$ cat config.mk
export PLATFORM = sky130hd
export DESIGN_NAME = bclk_time_chain
export DESIGN_NICKNAME = d
export VERILOG_FILES = /design/src/rtl/bclk_pkg.sv /design/src/rtl/bclk_prescaler.sv /design/src/rtl/bclk_digit.sv /design/src/rtl/bclk_hours.sv /design/src/rtl/bclk_time_chain.sv
export SDC_FILE = /design/constraint.sdc
export NUM_CORES = 1
export LEC_CHECK = 0
export ABC_AREA = 1
export BUFFER_PORTS_ARGS = -buffer_cell sky130_fd_sc_hd__buf_2
export CORE_MARGIN = 10
export CORE_UTILIZATION = 59
export DETAILED_ROUTE_END_ITERATION = 10
export GPL_ROUTABILITY_DRIVEN = 0
export GPL_TIMING_DRIVEN = 0
export MAX_ROUTING_LAYER = met4
export PLACE_DENSITY = 0.86
export SETUP_SLACK_MARGIN = 0.5
export SLEW_MARGIN = 20
export SYNTH_ARGS = -nofsm -noshare
export SYNTH_HDL_FRONTEND = slang
export SYNTH_SLANG_ARGS = --single-unit
$ cat constraint.sdc
create_clock -name clk -period 2.3 [get_ports clk]
set_input_delay 0.23 -clock clk [delete_from_list [all_inputs] [get_ports clk]]
set_output_delay 0.23 -clock clk [all_outputs]
set_load 0.05 [all_outputs]
$ cat src/rtl/bclk_pkg.sv
package bclk_pkg;

  localparam int unsigned DIGIT_W  = 4;
  localparam int unsigned N_DIGITS = 6;
  localparam int unsigned N_LOW    = 4;  // seconds and minutes digits

  // Modulus of each low digit: even index = units (10), odd index = tens (6).
  function automatic int unsigned low_mod(input int unsigned idx);
    return (idx % 2 == 0) ? 10 : 6;
  endfunction

endpackage

$ cat src/rtl/bclk_prescaler.sv
module bclk_prescaler #(
  parameter int unsigned CLK_HZ  = 12_000_000,
  parameter int unsigned SPEEDUP = 2000
) (
  input  logic clk,
  input  logic rst,
  input  logic fast_set,
  output logic tick
);

  localparam int unsigned FAST_RAW = CLK_HZ / SPEEDUP;
  localparam int unsigned FAST_LIM = (FAST_RAW < 1) ? 1 : FAST_RAW;
  localparam int unsigned CW       = $clog2(CLK_HZ + 1);

  logic [CW-1:0] cnt;
  logic [CW-1:0] last;

  always_comb begin
    last = fast_set ? CW'(FAST_LIM - 1) : CW'(CLK_HZ - 1);
    // ">=" so that entering fast mode with a large count ticks at once
    tick = (cnt >= last);
  end

  always_ff @(posedge clk) begin
    if (rst)       cnt <= '0;
    else if (tick) cnt <= '0;
    else           cnt <= cnt + CW'(1);
  end

  a_r2_cnt_bound: assert property (@(posedge clk) disable iff (rst)
    cnt < CW'(CLK_HZ));

  a_r3_fast_bound: assert property (@(posedge clk) disable iff (rst)
    fast_set && $past(fast_set) && !$past(rst) |-> cnt < CW'(FAST_LIM));

endmodule

$ cat src/rtl/bclk_digit.sv
module bclk_digit #(
  parameter int unsigned MOD = 10,
  parameter int unsigned W   = 4
) (
  input  logic         clk,
  input  logic         rst,
  input  logic         adv_i,
  output logic [W-1:0] q_o,
  output logic         carry_o
);

  logic [W-1:0] q;
  logic         at_top;

  assign at_top  = (q == W'(MOD - 1));
  assign carry_o = adv_i && at_top;
  assign q_o     = q;

  always_ff @(posedge clk) begin
    if (rst)           q <= '0;
    else if (carry_o)  q <= '0;
    else if (adv_i)    q <= q + W'(1);
  end

  a_r4_range: assert property (@(posedge clk) disable iff (rst)
    q <= W'(MOD - 1));

  a_r4_wrap_clears: assert property (@(posedge clk) disable iff (rst)
    adv_i && q == W'(MOD - 1) |=> q == '0);

  a_r4_hold: assert property (@(posedge clk) disable iff (rst)
    !adv_i |=> $stable(q));

endmodule

$ cat src/rtl/bclk_hours.sv
module bclk_hours #(
  parameter int unsigned W = 4
) (
  input  logic         clk,
  input  logic         rst,
  input  logic         adv_i,
  output logic [W-1:0] units_o,
  output logic [W-1:0] tens_o,
  output logic         wrap_o
);

  logic [W-1:0] units, tens;
  logic         at_23, units_wrap;

  assign at_23      = (tens == W'(2)) && (units == W'(3));
  assign units_wrap = adv_i && (units == W'(9));
  assign wrap_o     = adv_i && at_23;
  assign units_o    = units;
  assign tens_o     = tens;

  always_ff @(posedge clk) begin
    if (rst) begin
      units <= '0;
      tens  <= '0;
    end else if (wrap_o) begin
      units <= '0;
      tens  <= '0;
    end else if (units_wrap) begin
      units <= '0;
      tens  <= tens + W'(1);
    end else if (adv_i) begin
      units <= units + W'(1);
    end
  end

  a_r8_max_23: assert property (@(posedge clk) disable iff (rst)
    (tens < W'(2) && units <= W'(9)) || (tens == W'(2) && units <= W'(3)));

  a_r8_midnight: assert property (@(posedge clk) disable iff (rst)
    adv_i && at_23 |=> units == '0 && tens == '0);

  a_r7_units_carry: assert property (@(posedge clk) disable iff (rst)
    adv_i && units == W'(9) |=> tens == $past(tens) + W'(1));

endmodule

$ cat src/rtl/bclk_time_chain.sv
module bclk_time_chain #(
  parameter int unsigned CLK_HZ  = 12_000_000,
  parameter int unsigned SPEEDUP = 2000
) (
  input  logic        clk,
  input  logic        rst,
  input  logic        fast_set,
  output logic [23:0] time_bcd,
  output logic        day_wrap
);

  import bclk_pkg::*;

  logic                 tick;
  logic [N_LOW:0]       adv;
  logic [DIGIT_W-1:0]   low_q [N_LOW];
  logic [DIGIT_W-1:0]   hr_u, hr_t;

  bclk_prescaler #(.CLK_HZ(CLK_HZ), .SPEEDUP(SPEEDUP)) u_pre (
    .clk      (clk),
    .rst      (rst),
    .fast_set (fast_set),
    .tick     (tick)
  );

  assign adv[0] = tick;

  for (genvar i = 0; i < N_LOW; i++) begin : g_low
    bclk_digit #(.MOD(low_mod(i)), .W(DIGIT_W)) u_dig (
      .clk     (clk),
      .rst     (rst),
      .adv_i   (adv[i]),
      .q_o     (low_q[i]),
      .carry_o (adv[i+1])
    );
    assign time_bcd[i*DIGIT_W +: DIGIT_W] = low_q[i];
  end

  bclk_hours #(.W(DIGIT_W)) u_hrs (
    .clk     (clk),
    .rst     (rst),
    .adv_i   (adv[N_LOW]),
    .units_o (hr_u),
    .tens_o  (hr_t),
    .wrap_o  (day_wrap)
  );

  assign time_bcd[N_LOW*DIGIT_W +: DIGIT_W]     = hr_u;
  assign time_bcd[(N_LOW+1)*DIGIT_W +: DIGIT_W] = hr_t;

  // Same-edge carry: seconds wrapping from 59 must move minutes on that edge.
  a_r5_min_same_edge: assert property (@(posedge clk) disable iff (rst)
    tick && time_bcd[7:0] == 8'h59 |=> time_bcd[7:0] == 8'h00 &&
      time_bcd[11:8] != $past(time_bcd[11:8]));

  a_r6_hour_same_edge: assert property (@(posedge clk) disable iff (rst)
    tick && time_bcd[15:0] == 16'h5959 |=> time_bcd[15:0] == 16'h0000 &&
      time_bcd[23:16] != $past(time_bcd[23:16]));

  a_r1_reset_clear: assert property (@(posedge clk)
    rst |=> time_bcd == 24'h0);

endmodule

== Word-level counts from Yosys, hierarchy flattened ==
Index checks and enable logic that the tools add are counted.

* Flip-flop bits (word level): 48
* Input bits: 3
* Output and inout port bits: 25

* Add/sub/neg operators: 7
* Order comparisons: 1
* Equality and inequality tests: 7
* Multiplexer cells: 1
* Reduce and logical (&&, ||, !) cells: 14

{| class="wikitable"
|+ Operator list
! cell !! number
|-
| $add A24 B1 Y24 const B || 1
|-
| $add A4 B1 Y4 const B || 6
|-
| $ge A24 B24 Y1 || 1
|-
| $mux W24 || 1
|-
| $eq A4 B4 Y1 const B || 3
|-
| $reduce_or A2 Y1 || 6
|-
| $eq A4 B2 Y1 const B || 2
|-
| $eq A4 B3 Y1 const B || 2
|-
| $logic_and A1 B1 Y1 || 7
|-
| $reduce_or A3 Y1 || 1
|}

== Depth between registers and ports, before layout ==
Gate-level depths: netlist of the first run.

* Depth after elaboration: 8
* Gate-level depth with buffers: 16

== Modules after synthesis ==
From an unflattened synthesis of the first run, not the netlist that was laid out.

* Cells, all modules: 417
* Area total of the unflattened synthesis: 2886.5 um^2

{| class="wikitable"
|+ By module, submodules not included
! module !! instances !! cells an instance !! area an instance (um^2) !! seq. area each (um^2)
|-
| bclk_prescaler || 1 || 236 || 1592.8 || 480.5
|-
| bclk_hours || 1 || 59 || 435.4 || 160.2
|-
| bclk_digit at g_low[0].u_dig ... || 2 || 31 || 216.5 || 80.1
|-
| bclk_digit at g_low[1].u_dig ... || 2 || 30 || 212.7 || 80.1
|}

== Worst setup path before layout of the first run ==
Ideal clock, no wire load.

* Path type: reg2out
* Start: register g_low[1].u_dig.q[0]
* End: output day_wrap
* Data arrival time: 2497 ps
* Data required time: 2070 ps
* Path slack: -427 ps
* Stages on the path, launching flop included: 8
* Cell sequence: dfxtp_1 -> ha_1 -> nor3b_1 -> nand4_4 -> nor2_4 -> buf_6 -> nand2_1 -> nor2_1

* Cells in the longest elaborated chain, start to end: 5

{| class="wikitable"
|+ Ends and longest elaborated chain
! item !! RTL line !! text
|-
| start: declaration || bclk_digit.sv:12 || <nowiki>logic [W-1:0] q;</nowiki>
|-
| start signal: assignment || bclk_digit.sv:22 || <nowiki>else if (adv_i) q <= q + W'(1);</nowiki>
|-
| $eq A4 B3 Y1 || bclk_digit.sv:15 || <nowiki>assign at_top = (q == W'(MOD - 1));</nowiki>
|-
| $logic_and A1 B1 Y1 (3 in series) || bclk_digit.sv:16 || <nowiki>assign carry_o = adv_i && at_top;</nowiki>
|-
| $logic_and A1 B1 Y1 || bclk_hours.sv:17 || <nowiki>assign wrap_o = adv_i && at_23;</nowiki>
|-
| end: declaration || bclk_time_chain.sv:9 || <nowiki>output logic day_wrap</nowiki>
|}

Every way passes these cells.

== Worst setup path in the final report of the first run ==
* Start: register u_pre.cnt[16]
* End: register g_low[2].u_dig.q[0]

* Cells in the longest elaborated chain, start to end: 5

{| class="wikitable"
|+ Ends and longest elaborated chain
! item !! RTL line !! text
|-
| start: declaration || bclk_prescaler.sv:15 || <nowiki>logic [CW-1:0] cnt;</nowiki>
|-
| start signal: assignment || bclk_prescaler.sv:27 || <nowiki>else cnt <= cnt + CW'(1);</nowiki>
|-
| $ge A24 B24 Y1 (*) || bclk_prescaler.sv:21 || <nowiki>tick = (cnt >= last);</nowiki>
|-
| $logic_and A1 B1 Y1 (*) (2 in series) || bclk_digit.sv:16 ||
|-
| $logic_and A1 B1 Y1 || bclk_digit.sv:16 ||
|-
| $reduce_or A2 Y1 (no line) || n/a ||
|-
| end signal: assignment || bclk_digit.sv:22 ||
|-
| end: declaration || bclk_digit.sv:12 ||
|}

Mark *: on every way between the ends. The rest lies on a longest branch, timed or not.
A chain may end at the register's enable or synchronous reset.

==> results of run 1 <==
-- sequential cells by signal, summed over array words and instances (netlist names) --
register and cells:
u_pre.cnt 24, g_low.u_dig.q_o 16, u_hrs.tens_o 4, u_hrs.units_o 4
-- power breakdown --
group	total [uW]	internal (uW)	switching, uW	leakage, uW
clock	653	323	330	0.0000541
combinational	107	44.0	62.6	0.00123
sequential	835	830	4.49	0.000397
-- cells in the final DEF, fill, tap and decap left out, types with 3 or more instances in the layout --
cell | synthesis | final
nand3_4 | 1 | 4
nand3_1 | 21 | 17
a21oi_2 | 1 | 10
ha_4 | 0 | 7
a21oi_1 | 23 | 12
xor2_1 | 11 | 10
clkbuf_8 | 0 | 5
buf_4 | 0 | 19
nor4_1 | 4 | 4
nor3_1 | 19 | 11
nand2_4 | 0 | 6
xnor2_1 | 4 | 4
nor2_4 | 1 | 12
nor3b_2 | 0 | 7
nand3_2 | 4 | 5
inv_1 | 51 | 48
buf_8 | 0 | 5
ha_1 | 24 | 17
dfxtp_4 | 0 | 4
buf_6 | 1 | 15
nand2_2 | 2 | 7
nor3_2 | 1 | 7
nand4_1 | 3 | 3
buf_2 | 2 | 25
nor2_1 | 54 | 32
dfxtp_1 | 48 | 32
inv_2 | 3 | 5
or2_2 | 6 | 5
dfxtp_2 | 0 | 12
nor2_2 | 5 | 16
nand2_1 | 72 | 60
-- worst min-delay path, cell delays in order --
cell	delay (ns)
buf_2	0.11
nor2_4	0.05
nand2_1	0.08
nor2_1	0.04
-- cells by family after synthesis --
| logic type | count (synthesis) | share of synthesized area, % |
|---|---|---|
| XOR/XNOR | 15 | 4.749 |
| AO/OA/AOI/OAI | 33 | 6.514 |
| AND/OR/NAND/NOR | 204 | 35.05 |
| buffers and inverters | 57 | 8.096 |
| adder cells (fa/ha/maj) | 24 | 10.85 |
| flip-flops | 48 | 34.74 |
-- per-layer routing --
| layer | vias up | GRT usage [%] | share of wire (%) |
|---|---|---|---|
| li1 | 1360 | - | - |
| met1 | 1456 | 22.20 | 35 |
| met2 | 248 | 37.98 | 50 |
| met3 | 80 | 3.585 | 8.8 |
| met4 | 0 | 9.545 | 6.4 |
| met5 | - | - | 0 |
-- final timing paths --
path,endpoint,slack (ns)
worst min-delay path,g_low[3].u_dig.q_o[2],0.21
worst max register to register,g_low[2].u_dig.q_o[0],-0.15
worst max-delay path,g_low[2].u_dig.q_o[0],-0.15
worst min register to register,u_pre.cnt[0],0.49
-- final cells by class --
type | instances | area (um2)
Multi-Input combinational cell | 276 | 2062
Fill cell | 169 | 445.4
Clock inverter | 3 | 42.54
Inverter | 54 | 210.2
Sequential cell | 48 | 991.0
Timing Repair Buffer | 63 | 518.0
Clock buffer | 5 | 68.82
Tap cell | 52 | 65.06
Buffer | 3 | 41.29
-- per-stage QoR --
step | setup TNS, ns | hold slack, ns | cell area (um2)
2_1_floorplan | 0 | 0.3849 | 2823
3_3_place_gp | -0.2626 | 0.4290 | 3023
3_5_place_dp | -0.4126 | 0.4404 | 3023
4_1_cts | 0 | 0.1839 | 3610
5_1_grt | -3.001 | 0.2347 | 3999
6_report | -1.646 | 0.2106 | 3999
-- what timing repair did --
| action | in CTS | in global routing |
|---|---|---|
| hold buffers | 0 | 0 |
| gates resized for setup | 70 | 75 |
| endpoints found under the setup margin | 48 | 49 |
| cloned | 2 | 0 |
| buffers inserted | 22 | 12 |
| hold endpoints to repair | 0 | 0 |
| pin swaps | 15 | 28 |
==> results.py, run 1 <==
metrics = {
    "timing": {
        "tightestPinTransition_ns": 0.5874,
        "fmax_ghz": 0.4081,
        "rsz0062_at_grt": "true",
        "skew_ns": 0.02319,
        "slew_violations": 0,
        "fin_crit_ns": 2.450,
        "relSlewSlack_pct": 60.79,
        "setup_ws_ns": -0.1503,
        "setup_viol": 22,
        "hold_viol_final": 0,
        "fin_crit_sh_pct": 106.5,
    },
    "worst_setup_path": {
        "worstSetupPathType": "reg -> reg",
        "crit_start": "u_pre.cnt[16]",
        "start_kind": "flop",
        "reg2reg_from": "u_pre.cnt[16]",
        "crit_cells": 15,
        "worstPathMaxFanout": 6,
        "required_ns": 2.55,
        "crit_buf_inv": 5,
        "cp_common_cell": "buf_6",
        "crit_family": "simple AND/OR/NAND/NOR gates",
        "cp.arrival_ns": 2.70,
        "cp-end-kind": "flop",
        "slowest_stage": "dfxtp_2",
        "max_stage_delay_ns": 0.35,
        "timing.critical_path.cells": "ha_1 > nand2_1 > nor2_1 > nand2_2 > nor2_2 > nand2_2 > nand3_4 > buf_6 > buf_6 > buf_6 > buf_8 > nand3_4 > buf_12 > or2_0 > a21oi_2",
        "reg2regPathDepth": 15,
    },
    "global_route": {
        "grt_pass1_wl_mm": 12.88,
        "grt_max_degree": 16,
        "overflow": 0,
        "antenna_found_initial": 0,
        "grt_pass1_vias": 2794,
        "grt_usage_pct": 21.16,
    },
    "synthesis": {
        "synth_seq_cells": 48,
        "netlist_area_um2": 2766,
        "avgSynthCellArea_um2": 7.261,
        "ys_warn_count": 0,
        "syn-num-nets": 408,
        "synth_seq_area_share_pct": 34.74,
        "synth_edf_count": 0,
        "synth_commonest_cells": "nand2_1 (72), nor2_1 (54), inv_1 (51)",
        "synth_top_area_cell": "dfxtp_1",
        "synth_top_area_share_pct": 34.74,
        "dominantRegCellSynth": "dfxtp_1",
        "synth.area.top_cells": "dfxtp_1 (35%), ha_1 (11%), nand2_1 (9.8%)",
        "netlist-cell-type-count": 33,
        "synth_most_common_cell": "nand2_1",
        "ys_async_sr_fraction_pct": 0,
        "syn_inst": 381,
    },
    "power": {
        "ir_worst_vdd_uv": 497.9,
        "power.total_uw": 1594,
        "p_leak_uw": 0.001683,
        "cellPowerDensity_nw_per_um2": 398.6,
    },
    "final_layout": {
        "antenna_cells": 0,
        "drive_above_1_share_pct": 42.70,
        "fin_cells": 504,
        "num-nets-final": 478,
        "syn2layout_area_growth_pct": 44.55,
        "utilization_pct": 89.98,
    },
    "status": {
        "violations": "setup timing",
        "status": "finished with violations",
    },
    "route": {
        "routed_wl_mm": 10.62,
        "vias": 3144,
        "drt_iter0_drc": 387,
        "drc": 0,
        "via_per_inst": 6.238,
        "wl_per_cell_um": 21.08,
        "ant_nets": 0,
        "first_pass_iters": 6,
    },
    "clock_tree": {
        "clkSlewWorstSetupHoldPaths_ns": 0.11,
        "clkLatencyLatePin_ns": 0.34,
        "htree_levels": 2,
        "numClockSinks": 48,
        "clockRootBuffer": "clkbuf_8",
        "numCtsBuffers": 5,
        "cts_tree": "built",
        "clk_path_buf_depth": 2,
    },
    "floorplanning": {
        "rows": 24,
        "start_util_pct": 62.25,
        "num_io_pins": 28,
        "die_area_um2": 7828,
        "fp.dieH_um": 88.48,
        "fp.dieW_um": 88.48,
        "core_um2": 4444,
    },
    "worst_hold_path": {
        "whs_path_depth": 4,
        "hold_path.class": "in -> reg",
        "hp-start": "rst",
    },
    "place": {
        "dpl.cell_count": 460,
        "io_buffer_count": 27,
        "place_ws_ns": -0.3050,
        "post-dp-hpwl_mm": 4.329,
    },
    "job": {
        "drv_cap": 0,
    },
}
Power figures use the tool's default switching activity.
==> run 2, diff against run 1 <==
- RECOVER_POWER: default -> 25
==> run 2 against run 1 <==
The flow still finishes with violations (setup timing). Sequential cell count did not move. Clock-buffer cell count did not move. Hold slack barely moved. Clock skew fell by 0.0042 ns. Die area did not move. Largest power group unchanged.
==> results.py, run 2 (synthesis results as in run 1) <==
metrics = {
    "status": {
        "violations": "setup timing",
        "status": "finished with violations",
    },
    "final_layout": {
        "final_cell_mix": "nand2_1 (60), inv_1 (48), nor2_1 (32), dfxtp_1 (32), buf_4 (19)",
        "drive_above_1_share_pct": 39.60,
        "antenna_cells": 0,
        "syn2layout_area_growth_pct": 43.92,
        "layout_commonest_cell": "nand2_1",
        "num-nets-final": 478,
        "largest-register": "u_pre.cnt",
        "largest_reg_flops": 24,
    },
    "global_route": {
        "grt_pass1_vias": 2794,
        "grt_pass1_wl_mm": 12.88,
        "grt_max_degree": 16,
        "antenna_found_initial": 0,
        "overflow": 0,
        "grt_usage_pct": 21.16,
    },
    "timing": {
        "hold_ws_ns": 0.2111,
        "fin_crit_ns": 2.477,
        "relSlewSlack_pct": 57.26,
        "rsz0062_at_grt": "true",
        "skew_ns": 0.01899,
        "fmax_ghz": 0.4037,
        "setup_ws_ns": -0.1771,
        "setup_viol": 20,
        "fin_crit_sh_pct": 107.7,
        "tightestPinTransition_ns": 0.6439,
        "slew_violations": 0,
        "hold_viol_final": 0,
    },
    "floorplanning": {
        "core_um2": 4444,
        "rows": 24,
        "fp.dieW_um": 88.48,
        "num_io_pins": 28,
        "fp.dieH_um": 88.48,
        "start_util_pct": 62.25,
        "die_area_um2": 7828,
    },
    "route": {
        "via_per_inst": 6.341,
        "vias": 3196,
        "first_pass_iters": 5,
        "routed_wl_mm": 10.63,
        "wl_per_cell_um": 21.08,
        "drc": 0,
        "ant_nets": 0,
        "drt_iter0_drc": 323,
    },
    "clock_tree": {
        "clockRootBuffer": "clkbuf_8",
        "numClockSinks": 48,
        "htree_levels": 2,
        "numCtsBuffers": 5,
        "clkLatencyLatePin_ns": 0.34,
        "cts_tree": "built",
        "ctsHoldBuffers": 0,
        "clk_path_buf_depth": 2,
        "clkSlewWorstSetupHoldPaths_ns": 0.11,
    },
    "worst_setup_path": {
        "worstPathMaxFanout": 6,
        "r2r_end": "g_low[2].u_dig.q_o[0]",
        "cp-end-kind": "flop",
        "max_stage_delay_ns": 0.35,
        "worstSetupPathType": "reg -> reg",
        "start_kind": "flop",
        "reg2regPathDepth": 15,
        "cp.arrival_ns": 2.73,
        "timing.critical_path.cells": "ha_1 > nand2_1 > nor2_1 > nand2_2 > nor2_2 > nand2_2 > nand3_4 > buf_6 > buf_6 > buf_6 > buf_8 > nand3_4 > buf_12 > or2_0 > a21oi_2",
        "slowest_stage": "dfxtp_2",
        "cp_common_cell": "buf_6",
        "required_ns": 2.55,
        "r2r_setup_slack_ns": -0.18,
        "reg2reg_from": "u_pre.cnt[16]",
    },
    "power": {
        "cellPowerDensity_nw_per_um2": 400.0,
        "ir_worst_vdd_uv": 496.6,
        "power.total_uw": 1593,
        "power_frac_clock_pct": 40.9,
        "internal_power_uw": 1196,
        "p_sw_uw": 396.1,
        "p_leak_uw": 0.001621,
        "seqPwrFrac_pct": 52.4,
        "p_comb_share_pct": 6.7,
        "p_sw_share_pct": 24.87,
    },
    "worst_hold_path": {
        "hold_end": "g_low[3].u_dig.q_o[2]",
        "hold_path.class": "in -> reg",
        "whs_path_depth": 4,
        "hp-start": "rst",
    },
    "place": {
        "io_buffer_count": 27,
        "post-dp-hpwl_mm": 4.329,
    },
    "job": {
        "drv_cap": 0,
    },
}
-- run 2: area by class of cell --
class                           count  area [um2]
Buffer                              3       41.29
Clock buffer                        5       68.82
Clock inverter                      3       42.54
Fill cell                         177       462.9
Inverter                           54       210.2
Multi-Input combinational cell    276        2062
Sequential cell                    48       991.0
Tap cell                           52       65.06
Timing Repair Buffer               63       500.5
-- run 2: timing repair --
| item | 4_1_cts | 5_1_grt |
|---|---|---|
| endpoints found under the hold margin | 0 | 0 |
| buffers inserted | 22 | 12 |
| gates cloned | 2 | 0 |
| endpoints found under the setup margin | 48 | 49 |
| resized for setup | 70 | 75 |
| pin swaps | 15 | 28 |
-- run 2: stage by stage --
step / cells / setup WS (ns) / util, % / TNS (ns) / instance area (um2)
4_1_cts: 492 / 0.006442 / 81.22 / 0 / 3610
2_1_floorplan: 381 / 0.2030 / - / 0 / 2823
5_1_grt: 504 / -0.2050 / 89.58 / -3.001 / 3981
3_5_place_dp: 460 / -0.3050 / 68.02 / -0.4126 / 3023
6_report: 504 / -0.1771 / 89.58 / -1.662 / 3981
3_3_place_gp: 460 / -0.2626 / 68.02 / -0.2626 / 3023
-- run 2: how the worst max path moves through the flow --
stage / start / end / cells past startpoint
global placement: fast_set / day_wrap / 15
detailed placement: fast_set / day_wrap / 15
CTS: u_pre.cnt[18] / day_wrap / 13
global route: u_pre.cnt[8] / u_hrs.tens_o[2] / 16
finish: u_pre.cnt[16] / g_low[2].u_dig.q_o[0] / 15
floorplan: u_pre.cnt[23] / day_wrap / 12
-- run 2: worst max-delay path: cells and delay by family, from the launching register on --
family,cells,cell delay (ns)
flip-flops,1,0.35
adder cells (fa/ha/maj),1,0.29
AO/OA/AOI/OAI,1,0.23
AND/OR/NAND/NOR,8,0.94
buffers and inverters,5,0.57
-- run 2: layer usage --
| layer | up-vias | global-route usage, % | part of all wire (%) |
|---|---|---|---|
| met4 | 0 | 9.545 | 6.7 |
| met1 | 1484 | 22.20 | 34 |
| met3 | 84 | 3.585 | 9.2 |
| met2 | 266 | 37.98 | 50 |
| met5 | - | - | 0 |
| li1 | 1362 | - | - |
-- run 2: power groups by stage --
stage          logic [uW]  registers, uW  clock network, uW
3_3_place_gp         46.1            857                  0
3_5_place_dp         47.4            857                  0
4_1_cts              75.2            835                623
5_1_grt               112            835                670
6_report              106            834                652
2_1_floorplan        33.2            857                  0
